--- src/rtl/cmt_pkg.sv ---
package cmt_pkg;

    localparam int BUS_DW  = 32;
    localparam int IDX_W   = 4;
    localparam int ST_W    = 6;
    localparam int NUM_CMP = 3;

    // register word indices
    localparam logic [IDX_W-1:0] RI_CTRL = 4'd0;
    localparam logic [IDX_W-1:0] RI_PSC  = 4'd1;
    localparam logic [IDX_W-1:0] RI_STAT = 4'd2;
    localparam logic [IDX_W-1:0] RI_IEN  = 4'd3;
    localparam logic [IDX_W-1:0] RI_CMP0 = 4'd4;
    localparam logic [IDX_W-1:0] RI_CAP0 = 4'd7;
    localparam logic [IDX_W-1:0] RI_CAP1 = 4'd8;
    localparam logic [IDX_W-1:0] RI_CNT  = 4'd9;

    // control bit positions
    localparam int CB_EN     = 0;
    localparam int CB_ENMODE = 1;
    localparam int CB_SRC_LO = 6;
    localparam int CB_FREE   = 9;
    localparam int CB_SWR    = 15;

    localparam logic [BUS_DW-1:0] CTL_ZERO_MASK = 32'h0000_7C14;
    localparam logic [BUS_DW-1:0] CTL_SRST_MASK = 32'h0000_803F;

    localparam int SB_ROLL = 5;

    typedef enum logic [2:0] {
        SRC_NONE  = 3'b000,
        SRC_FAST1 = 3'b001,
        SRC_FAST2 = 3'b010,
        SRC_SLOW  = 3'b100
    } src_code_e;

    // decoded effects of one bus write
    typedef struct packed {
        logic srst;
        logic en_rise;
        logic mode_rst;
        logic cmp0_restart;
    } wr_evt_t;

    function automatic logic pick_tick(logic [2:0] code, logic tf, logic ts);
        logic t;
        case (code)
            SRC_FAST1, SRC_FAST2: t = tf;
            SRC_SLOW:             t = ts;
            default:              t = 1'b0;
        endcase
        return t;
    endfunction

endpackage

--- src/rtl/cmt_tick_div.sv ---
module cmt_tick_div
    import cmt_pkg::*;
#(
    parameter int PSC_W = 12
) (
    input  logic             clk,
    input  logic             rst,
    input  logic             run,
    input  logic             clr,
    input  logic [2:0]       src_code,
    input  logic             tick_fast,
    input  logic             tick_slow,
    input  logic [PSC_W-1:0] psc,
    output logic             adv
);

    logic [PSC_W-1:0] div_q;
    logic             tick;

    assign tick = pick_tick(src_code, tick_fast, tick_slow);
    assign adv  = run && tick && (div_q >= psc);

    always_ff @(posedge clk) begin
        if (rst || clr) begin
            div_q <= '0;
        end else if (run && tick) begin
            div_q <= adv ? '0 : div_q + 1'b1;
        end
    end

endmodule

--- src/rtl/cmt_counter.sv ---
module cmt_counter #(
    parameter int CNT_W   = 32,
    parameter int NUM_CMP = 3
) (
    input  logic                          clk,
    input  logic                          rst,
    input  logic                          adv,
    input  logic                          restart_mode,
    input  logic                          clear,
    input  logic [NUM_CMP-1:0][CNT_W-1:0] cmp,
    output logic [CNT_W-1:0]              cnt,
    output logic [NUM_CMP-1:0]            match,
    output logic                          wrap
);

    logic [CNT_W-1:0] cnt_q;
    logic [CNT_W-1:0] nxt;

    assign nxt  = (restart_mode && cnt_q == cmp[0]) ? '0 : cnt_q + 1'b1;
    assign wrap = adv && (cnt_q == {CNT_W{1'b1}});
    assign cnt  = cnt_q;

    for (genvar i = 0; i < NUM_CMP; i++) begin : g_match
        assign match[i] = adv && (nxt == cmp[i]);
    end

    always_ff @(posedge clk) begin
        if (rst || clear) begin
            cnt_q <= '0;
        end else if (adv) begin
            cnt_q <= nxt;
        end
    end

endmodule

--- src/rtl/cmt_timer.sv ---
module cmt_timer
    import cmt_pkg::*;
#(
    parameter int CNT_W = 32,
    parameter int PSC_W = 12
) (
    input  logic              clk,
    input  logic              rst,
    input  logic [IDX_W-1:0]  bus_widx,
    input  logic              bus_we,
    input  logic [BUS_DW-1:0] bus_wdata,
    output logic [BUS_DW-1:0] bus_rdata,
    input  logic              tick_fast,
    input  logic              tick_slow,
    output logic              irq
);

    logic [BUS_DW-1:0]            ctrl_q;
    logic [PSC_W-1:0]             psc_q;
    logic [ST_W-1:0]              st_q;
    logic [ST_W-1:0]              ien_q;
    logic [NUM_CMP-1:0][CNT_W-1:0] cmp_q;

    logic [CNT_W-1:0]   cnt_q;
    logic [NUM_CMP-1:0] match;
    logic               wrap;
    logic               adv;
    wr_evt_t            ev;
    logic               wr_ctrl;
    logic [ST_W-1:0]    set_vec;
    logic [ST_W-1:0]    w1c;

    // write decode
    assign wr_ctrl         = bus_we && (bus_widx == RI_CTRL);
    assign ev.srst         = wr_ctrl && bus_wdata[CB_SWR];
    assign ev.en_rise      = wr_ctrl && !bus_wdata[CB_SWR] && !ctrl_q[CB_EN] && bus_wdata[CB_EN];
    assign ev.mode_rst     = ev.en_rise && bus_wdata[CB_ENMODE];
    assign ev.cmp0_restart = bus_we && (bus_widx == RI_CMP0) && !ctrl_q[CB_FREE];

    cmt_tick_div #(.PSC_W(PSC_W)) u_div (
        .clk       (clk),
        .rst       (rst),
        .run       (ctrl_q[CB_EN]),
        .clr       (ev.srst || ev.en_rise),
        .src_code  (ctrl_q[CB_SRC_LO +: 3]),
        .tick_fast (tick_fast),
        .tick_slow (tick_slow),
        .psc       (psc_q),
        .adv       (adv)
    );

    cmt_counter #(.CNT_W(CNT_W), .NUM_CMP(NUM_CMP)) u_cnt (
        .clk          (clk),
        .rst          (rst),
        .adv          (adv),
        .restart_mode (!ctrl_q[CB_FREE]),
        .clear        (ev.srst || ev.mode_rst || ev.cmp0_restart),
        .cmp          (cmp_q),
        .cnt          (cnt_q),
        .match        (match),
        .wrap         (wrap)
    );

    always_comb begin
        set_vec                = '0;
        set_vec[NUM_CMP-1:0]   = match;
        set_vec[SB_ROLL]       = wrap;
        w1c = (bus_we && bus_widx == RI_STAT) ? bus_wdata[ST_W-1:0] : '0;
    end

    // register file
    always_ff @(posedge clk) begin
        if (rst) begin
            ctrl_q <= '0;
            psc_q  <= '0;
            st_q   <= '0;
            ien_q  <= '0;
            cmp_q  <= '1;
        end else if (ev.srst) begin
            ctrl_q <= bus_wdata & ~CTL_ZERO_MASK & ~CTL_SRST_MASK;
            psc_q  <= '0;
            st_q   <= '0;
            ien_q  <= '0;
            cmp_q  <= '1;
        end else begin
            st_q <= (st_q & ~w1c) | set_vec;
            if (bus_we) begin
                case (bus_widx)
                    RI_CTRL: ctrl_q <= bus_wdata & ~CTL_ZERO_MASK;
                    RI_PSC:  psc_q  <= bus_wdata[PSC_W-1:0];
                    RI_IEN:  ien_q  <= bus_wdata[ST_W-1:0];
                    default: ;
                endcase
                for (int i = 0; i < NUM_CMP; i++) begin
                    if (bus_widx == IDX_W'(RI_CMP0 + i)) begin
                        cmp_q[i] <= bus_wdata[CNT_W-1:0];
                    end
                end
            end
        end
    end

    // read mux
    always_comb begin
        bus_rdata = '0;
        case (bus_widx)
            RI_CTRL: bus_rdata = ctrl_q;
            RI_PSC:  bus_rdata = BUS_DW'(psc_q);
            RI_STAT: bus_rdata = BUS_DW'(st_q);
            RI_IEN:  bus_rdata = BUS_DW'(ien_q);
            RI_CAP0, RI_CAP1: bus_rdata = '0;
            RI_CNT:  bus_rdata = BUS_DW'(cnt_q);
            default: bus_rdata = '0;
        endcase
        for (int i = 0; i < NUM_CMP; i++) begin
            if (bus_widx == IDX_W'(RI_CMP0 + i)) begin
                bus_rdata = BUS_DW'(cmp_q[i]);
            end
        end
    end

    assign irq = ctrl_q[CB_EN] && (|(st_q & ien_q));

endmodule

--- config.mk ---
export PLATFORM = sky130hd
export DESIGN_NAME = cmt_timer
export DESIGN_NICKNAME = d
export VERILOG_FILES = /design/src/rtl/cmt_pkg.sv /design/src/rtl/cmt_tick_div.sv /design/src/rtl/cmt_counter.sv /design/src/rtl/cmt_timer.sv
export SDC_FILE = /design/constraint.sdc
export NUM_CORES = 1
export LEC_CHECK = 0
export ABC_AREA = 1
export BUFFER_PORTS_ARGS = -buffer_cell sky130_fd_sc_hd__buf_2
export CAP_MARGIN = 20
export CORE_MARGIN = 3
export CORE_UTILIZATION = 62
export CTS_CLUSTER_SIZE = 10
export DETAILED_ROUTE_END_ITERATION = 8
export PLACE_DENSITY = 0.77
export SLEW_MARGIN = 10
export SYNTH_ARGS = -nofsm -noshare
export SYNTH_HDL_FRONTEND = slang
export SYNTH_SLANG_ARGS = --single-unit
--- constraint.sdc ---
create_clock -name clk -period 2.6 [get_ports clk]
set_clock_uncertainty 0.1 [all_clocks]
set_input_delay 0.13 -clock clk [delete_from_list [all_inputs] [get_ports clk]]
set_output_delay 0.13 -clock clk [all_outputs]
set_load 0.01 [all_outputs]
==> impl_metrics.env, run 1 <==
export IMPL_drive_gt1_share_pct=17.99
export IMPL_power_density_nw_per_um2=453.3
export IMPL_synthMuxAreaShare_pct=0
export IMPL_drcViolationCount=1
export IMPL_cp_end_kind="flop"
export IMPL_synthDistinctLibCells=39
export IMPL_post_route_min_period_ns=2.643
export IMPL_synth_xor_area_share_pct=3.103
export IMPL_hold_viol_final=0
export IMPL_ys_ff_latch=189
export IMPL_violations="DRC, setup timing"
export IMPL_setup_viol=2
export IMPL_p_int_w=0.004672
export IMPL_rsz0062_at_grt="true"
export IMPL_required_ns=2.88
export IMPL_gp_congestion=1.021
export IMPL_grt_max_degree=102
export IMPL_gr_total_overflow=0
export IMPL_slew_headroom_pct=28.11
export IMPL_final_antenna_net_count=0
export IMPL_clkSinkCount=189
export IMPL_worst_slew_pin_slew_ns=1.078
export IMPL_wl_um=40520
export IMPL_fillers=1320
export IMPL_timing_final_crit_share_pct=101.6
export IMPL_crit_path_start_kind="flop"
export IMPL_syn_num_nets=1828
export IMPL_path_cells="buf_4 > nand2_1 > o21ai_1 > nor2_2 > nand3_2 > nor2_4 > nand3_4 > buf_4 > buf_12 > buf_4 > nand3_1 > nand4_1 > nor2_1 > nand2_2 > nor2_4 > nand3_2 > a21oi_1"
export IMPL_stdcell_count=2170
export IMPL_die_h_um=141.0
export IMPL_hold_path_class="input pin to flop"
export IMPL_wl_per_cell_um=18.67
export IMPL_fmax_mhz=378.4
export IMPL_antenna_found_initial=0
export IMPL_slowest_delay_ns=0.33
export IMPL_dp_hpwl_um=27500
export IMPL_power_leakage_nw=7.112
export IMPL_clkTransAtPathRegs_ns=0.08
export IMPL_slew_viol_final=0
export IMPL_htreeDepth=4
export IMPL_total_power_w=0.006336
export IMPL_io_buffer_count=73
export IMPL_outcome="finished, violations left"
export IMPL_synth_async_reset_ratio_pct=0
export IMPL_yosysSeqAreaShare_pct=33.51
export IMPL_die_w_um=141.0
export IMPL_path_buf_inv=4
export IMPL_cp_arrival_ns=2.93
export IMPL_dpl_cell_area_um2=12450
export IMPL_holdWs_ns=0.05117
export IMPL_p_comb_share_pct=8.1
export IMPL_diodes=0
export IMPL_clkPwrFrac_pct=44.9
export IMPL_critical_path_class="flop to flop"
export IMPL_synthFlopType="dfxtp_1"
export IMPL_p_switching_w=0.001664
export IMPL_cp_max_fo=23
export IMPL_max_vdd_ir_drop_v=0.0007745
export IMPL_core_area_um2=17540
export IMPL_areaGrowthSynthToFinish_pct=23.80
export IMPL_fin_area_um2=13980
export IMPL_synth_top_family_by_area="simple AND/OR/NAND/NOR gates"
export IMPL_grt_first_pass_wirelength_um=63070
export IMPL_drtPass1Iterations=9
export IMPL_track_usage_pct=39.43
export IMPL_critical_path_top_delay_family="simple AND/OR/NAND/NOR gates"
export IMPL_synth_simple_area_share_pct=30.88
export IMPL_synthCells=1773
export IMPL_ios=74
export IMPL_syn_area_um2=11290
export IMPL_power_frac_seq_pct=47.0
export IMPL_start_util_pct=64.38
export IMPL_synth_compound_area_share_pct=19.65
export IMPL_dp_cells=2091
export IMPL_viasPerCell=5.974
export IMPL_cts_root_buf="clkbuf_16"
export IMPL_row_count=48
export IMPL_synth_edf_count=0
export IMPL_setup_ws_ns=-0.04261
export IMPL_slowest_stage="dfxtp_1"
export IMPL_cts_buffers_inserted=17
export IMPL_synthAdderAreaFrac_pct=1.551
export IMPL_cts_buffer_depth=2
export IMPL_clock_latency_ns=0.45
export IMPL_vias=12960
export IMPL_final_cell_mix="nand2_1 (512), inv_1 (232), dfxtp_1 (166)"
export IMPL_cp_common_cell="buf_4"
export IMPL_cap_violations=0
export IMPL_final_net_count=1987
export IMPL_p_sw_share_pct=26.27
export IMPL_grt_pass1_vias=12040
export IMPL_dieArea_um2=19870
export IMPL_avgSynthCellArea_um2=6.368
export IMPL_final_common_cell="nand2_1"
export IMPL_drt_iter0_markers=1789
export IMPL_cts_tree="done"
export IMPL_synth_warnings=0
metrics by stage:
step | util [%] | setup slack (ns) | TNS, ns
2_1_floorplan | - | 0.4909 | 0
3_5_place_dp | 71.00 | -0.1812 | -0.4487
3_3_place_gp | 71.00 | -0.1661 | -0.3329
5_1_grt | 79.71 | -0.2975 | -0.6268
6_report | 79.71 | -0.04261 | -0.07649
4_1_cts | 76.85 | 0.005266 | 0
worst paths after layout:
path,startpoint,end,slack (ns),cells after the start
max,cmp_q[5],st_q[2],-0.04,17
min,bus_wdata[15],cmp_q[79],0.05,3
max reg2reg,cmp_q[5],st_q[2],-0.04,17
min reg2reg,psc_q[1],psc_q[1],0.36,2
what timing repair did:
item                                    4_1_cts  5_1_grt
hold buffers                                 32        0
gates cloned                                  1        6
pin swaps                                     3       23
resized for setup                            22       88
hold endpoints to repair                    125        0
setup buffers                                 0        8
endpoints found under the setup margin        3        3
power groups by stage:
| stage | registers (W) | clock network, W | logic, W |
|---|---|---|---|
| after floorplan | 0.00303 | 0 | 0.000271 |
| after global placement | 0.00304 | 0 | 0.000442 |
| after detailed placement | 0.00305 | 0 | 0.000451 |
| after CTS | 0.00298 | 0.00285 | 0.000491 |
| after global routing | 0.00298 | 0.00296 | 0.000554 |
| final | 0.00298 | 0.00284 | 0.000511 |
routing by layer:
layer | share of wire [%] | track usage (%)
met1 | 41 | 55.15
met2 | 43 | 60.66
met3 | 12 | 8.446
met4 | 3.6 | 13.31
met5 | 0 | 0
kinds of logic (layout without fill, tap and decap cells):
kind of cell,count (synthesis),in the layout
AO/OA/AOI/OAI,358,358
flip-flops,189,189
buffers and inverters,334,506
XOR/XNOR,40,40
AND/OR/NAND/NOR,838,838
adder cells (fa/ha/maj),14,14
cell type report:
| type | count | area, µm² | share of cell area [%] |
|---|---|---|---|
| multi-input combinational | 1250 | 6551 | 46.87 |
| sequential | 189 | 3815 | 27.29 |
| timing repair buffer | 221 | 1759 | 12.59 |
| inverter | 253 | 949.7 | 6.794 |
| clock buffer | 17 | 425.4 | 3.043 |
| tap | 225 | 281.5 | 2.014 |
| clock inverter | 15 | 196.4 | 1.405 |
cell usage after synthesis (all sizes together) (3+ instances only):
master	n	area, µm²
dfxtp	189	3784
buf	15	77.57
nand3	134	680.7
o211ai	113	848.3
nand4	9	56.30
clkinv	4	15.01
ha	14	175.2
o2111ai	4	35.03
o221ai	13	113.9
nor3b	3	22.52
nor2	118	480.5
a221oi	5	50.04
nand2	545	2048
inv	249	934.6
clkbuf	66	249.0
o22ai	26	162.7
xor2	32	280.3
nand3b	11	82.58
nor3	17	110.1
a21oi	113	565.5
o21ai	78	390.4
xnor2	8	70.07
registers in the layout, summed over array words and instances, names as in the netlist:
| signal | count |
|---|---|
| cmp_q | 96 |
| u_div.div_q | 12 |
| st_q | 6 |
| ctrl_q | 25 |
| ien_q | 6 |
| u_cnt.cnt | 32 |
| psc_q | 12 |
tightest hold or removal path, cell delays in order:
cell      delay [ns]
buf_2           0.14
inv_1           0.16
o211ai_1        0.11
Note: power is estimated with default switching activity, not from simulation.
==> inputs of run 2 (changes only) <==
BUFFER_PORTS_ARGS = default   (was -buffer_cell sky130_fd_sc_hd__buf_2)
CORE_UTILIZATION = 65   (was 62)
DONT_BUFFER_PORTS = 1   (was default)
==> impl_metrics.env, run 2 (same netlist as run 1, synthesis figures left out) <==
export IMPL_grt_use_met2_pct=64.64
export IMPL_violations="DRC, setup timing"
export IMPL_row_count=47
export IMPL_start_util_pct=67.13
export IMPL_cp_max_fo=14
export IMPL_cts_tree="done"
export IMPL_met3_usage_pct=10.92
export IMPL_diodes=0
export IMPL_dp_cells=2098
export IMPL_fillers=1010
export IMPL_timing_final_crit_share_pct=110.2
export IMPL_grt_busiest_layer="met2"
export IMPL_wl_um=43560
export IMPL_drt_iter0_markers=2051
export IMPL_global_route_usage_met1_pct=57.36
export IMPL_setup_ws_ns=-0.2654
export IMPL_final_net_count=2014
export IMPL_drcViolationCount=15
export IMPL_areaGrowthSynthToFinish_pct=28.55
export IMPL_dpl_cell_area_um2=12730
export IMPL_dieArea_um2=18990
export IMPL_stdcell_count=2191
export IMPL_fmax_mhz=349.0
export IMPL_rrSetupSlack_ns=-0.27
export IMPL_vias=13710
export IMPL_cts_buffer_depth=2
export IMPL_viasPerCell=6.256
export IMPL_cp_end_kind="flop"
export IMPL_setup_viol=3
export IMPL_cp_startpoint="cmp_q[0]"
export IMPL_slowest_stage="dfxtp_2"
export IMPL_hold_viol_final=0
export IMPL_r2r_cells=20
export IMPL_max_vdd_ir_drop_v=0.0005738
export IMPL_final_common_cell="nand2_1"
export IMPL_track_usage_pct=43.09
export IMPL_dp_hpwl_um=28330
export IMPL_clkTransAtPathRegs_ns=0.08
export IMPL_clock_latency_ns=0.45
export IMPL_hold_path_class="input pin to flop"
export IMPL_die_h_um=137.8
export IMPL_crit_path_start_kind="flop"
export IMPL_htreeDepth=4
export IMPL_power_leakage_nw=7.267
export IMPL_critical_path_class="flop to flop"
export IMPL_path_cells="inv_2 > nand2_1 > o21ai_1 > nor2_1 > nand3_2 > nor2_4 > nand3_4 > buf_12 > buf_12 > nand2_1 > nand2_1 > nand2_1 > nand2_1 > nor2_1 > nand2_1 > nor2_2 > nand2_1 > nor2_1 > nor2_1 > nor2_1"
export IMPL_gp_congestion=1.034
export IMPL_cp_common_cell="nand2_1"
export IMPL_worst_slew_pin_slew_ns=0.9604
export IMPL_drive_gt1_share_pct=21.77
export IMPL_place_ws_ns=-0.2023
export IMPL_final_antenna_net_count=0
export IMPL_largest_register_ffs=96
export IMPL_slew_headroom_pct=35.90
export IMPL_crit_end="st_q[0]"
export IMPL_finalSetupTns_ns=-0.4188
export IMPL_cts_root_buf="clkbuf_16"
export IMPL_core_area_um2=16820
export IMPL_drtPass1Iterations=9
export IMPL_required_ns=2.88
export IMPL_cap_violations=0
export IMPL_regMostFlops="cmp_q"
export IMPL_reg2reg_from="cmp_q[0]"
export IMPL_post_route_min_period_ns=2.865
export IMPL_cp_arrival_ns=3.14
export IMPL_antenna_found_initial=0
export IMPL_total_power_w=0.006001
export IMPL_cts_buffers_inserted=17
export IMPL_grt_pass1_vias=12400
export IMPL_clkSinkCount=189
export IMPL_final_cell_mix="nand2_1 (498), inv_1 (222), buf_4 (186)"
export IMPL_ios=74
export IMPL_power_density_nw_per_um2=413.5
export IMPL_gr_total_overflow=0
export IMPL_regToRegEndpoint="st_q[0]"
export IMPL_rsz0062_at_grt="true"
export IMPL_grt_first_pass_wirelength_um=63830
export IMPL_io_buffer_count=0
export IMPL_outcome="finished, violations left"
export IMPL_wl_per_cell_um=19.88
export IMPL_fin_area_um2=14510
export IMPL_slew_viol_final=0
export IMPL_die_w_um=137.8
export IMPL_grt_max_degree=97
export IMPL_slowest_delay_ns=0.37
## run 2: changes by cell type in the layout (fill, tap and decap cells not counted), sizes merged
| cell | previous run | this run |
|---|---|---|
| buf | 184 | 212 |
| clkbuf | 22 | 18 |
| dlygate4sd3 | 32 | 36 |
| bufinv | 3 | 0 |
| clkinvlp | 2 | 5 |
| clkinv | 7 | 6 |
| inv | 256 | 255 |
## run 2: worst min path at each step
stage	start	endpoint	slack [ns]	cells after the start
5_1_grt	bus_wdata[15]	cmp_q[79]	0.08	3
6_report	bus_we	cmp_q[68]	0.03	3
4_1_cts	tick_fast	u_div.div_q[1]	0.03	5
2_1_floorplan	bus_wdata[0]	psc_q[0]	0.18	2
3_3_place_gp	bus_wdata[11]	psc_q[11]	0.18	2
3_5_place_dp	bus_wdata[3]	ctrl_q[3]	0.19	2
## run 2: power by group
group | switching [W] | internal, W
Sequential | 0.0000401 | 0.00293
Clock | 0.00127 | 0.00127
Combinational | 0.000326 | 0.000161
Total | 0.00164 | 0.00436
## run 2: layer usage
layer | vias to the layer above | part of all wire, %
met4 | 0 | 6.0
met3 | 257 | 13
li1 | 6178 | -
met2 | 1068 | 43
met1 | 6203 | 38
met5 | - | 0
## run 2: critical path, delay by kind of cell, from the launching register on
kind / cells / cell delay, ns
buffers and inverters: 3 / 0.36
flip-flops: 1 / 0.37
AO/OA/AOI/OAI: 1 / 0.06
AND/OR/NAND/NOR: 16 / 1.91
## run 2: per-stage QoR
step                util, %  hold slack, ns
global placement      75.69          0.1802
CTS                   83.27         0.02801
finish                86.30         0.03275
floorplan                 -          0.1775
detailed placement    75.69          0.1850
global route          86.30         0.07602
## run 2: layout make-up
class	instances	area, µm²	area share [%]
Multi-Input combinational cell	1250	6721	46.31
Sequential cell	189	3840	26.46
Timing Repair Buffer	248	2176	14.99
Inverter	253	955.9	6.586
Clock buffer	18	439.2	3.026
Tap cell	220	275.3	1.897
Clock inverter	13	106.4	0.7328
## run 2: repair_timing
item / in CTS / in global routing
setup endpoints to repair: 3 / 3
pin swaps: 29 / 51
setup buffers: 6 / 19
cloned: 2 / 0
gates resized for setup: 83 / 114
endpoints found under the hold margin: 141 / 0
hold buffers: 36 / 0
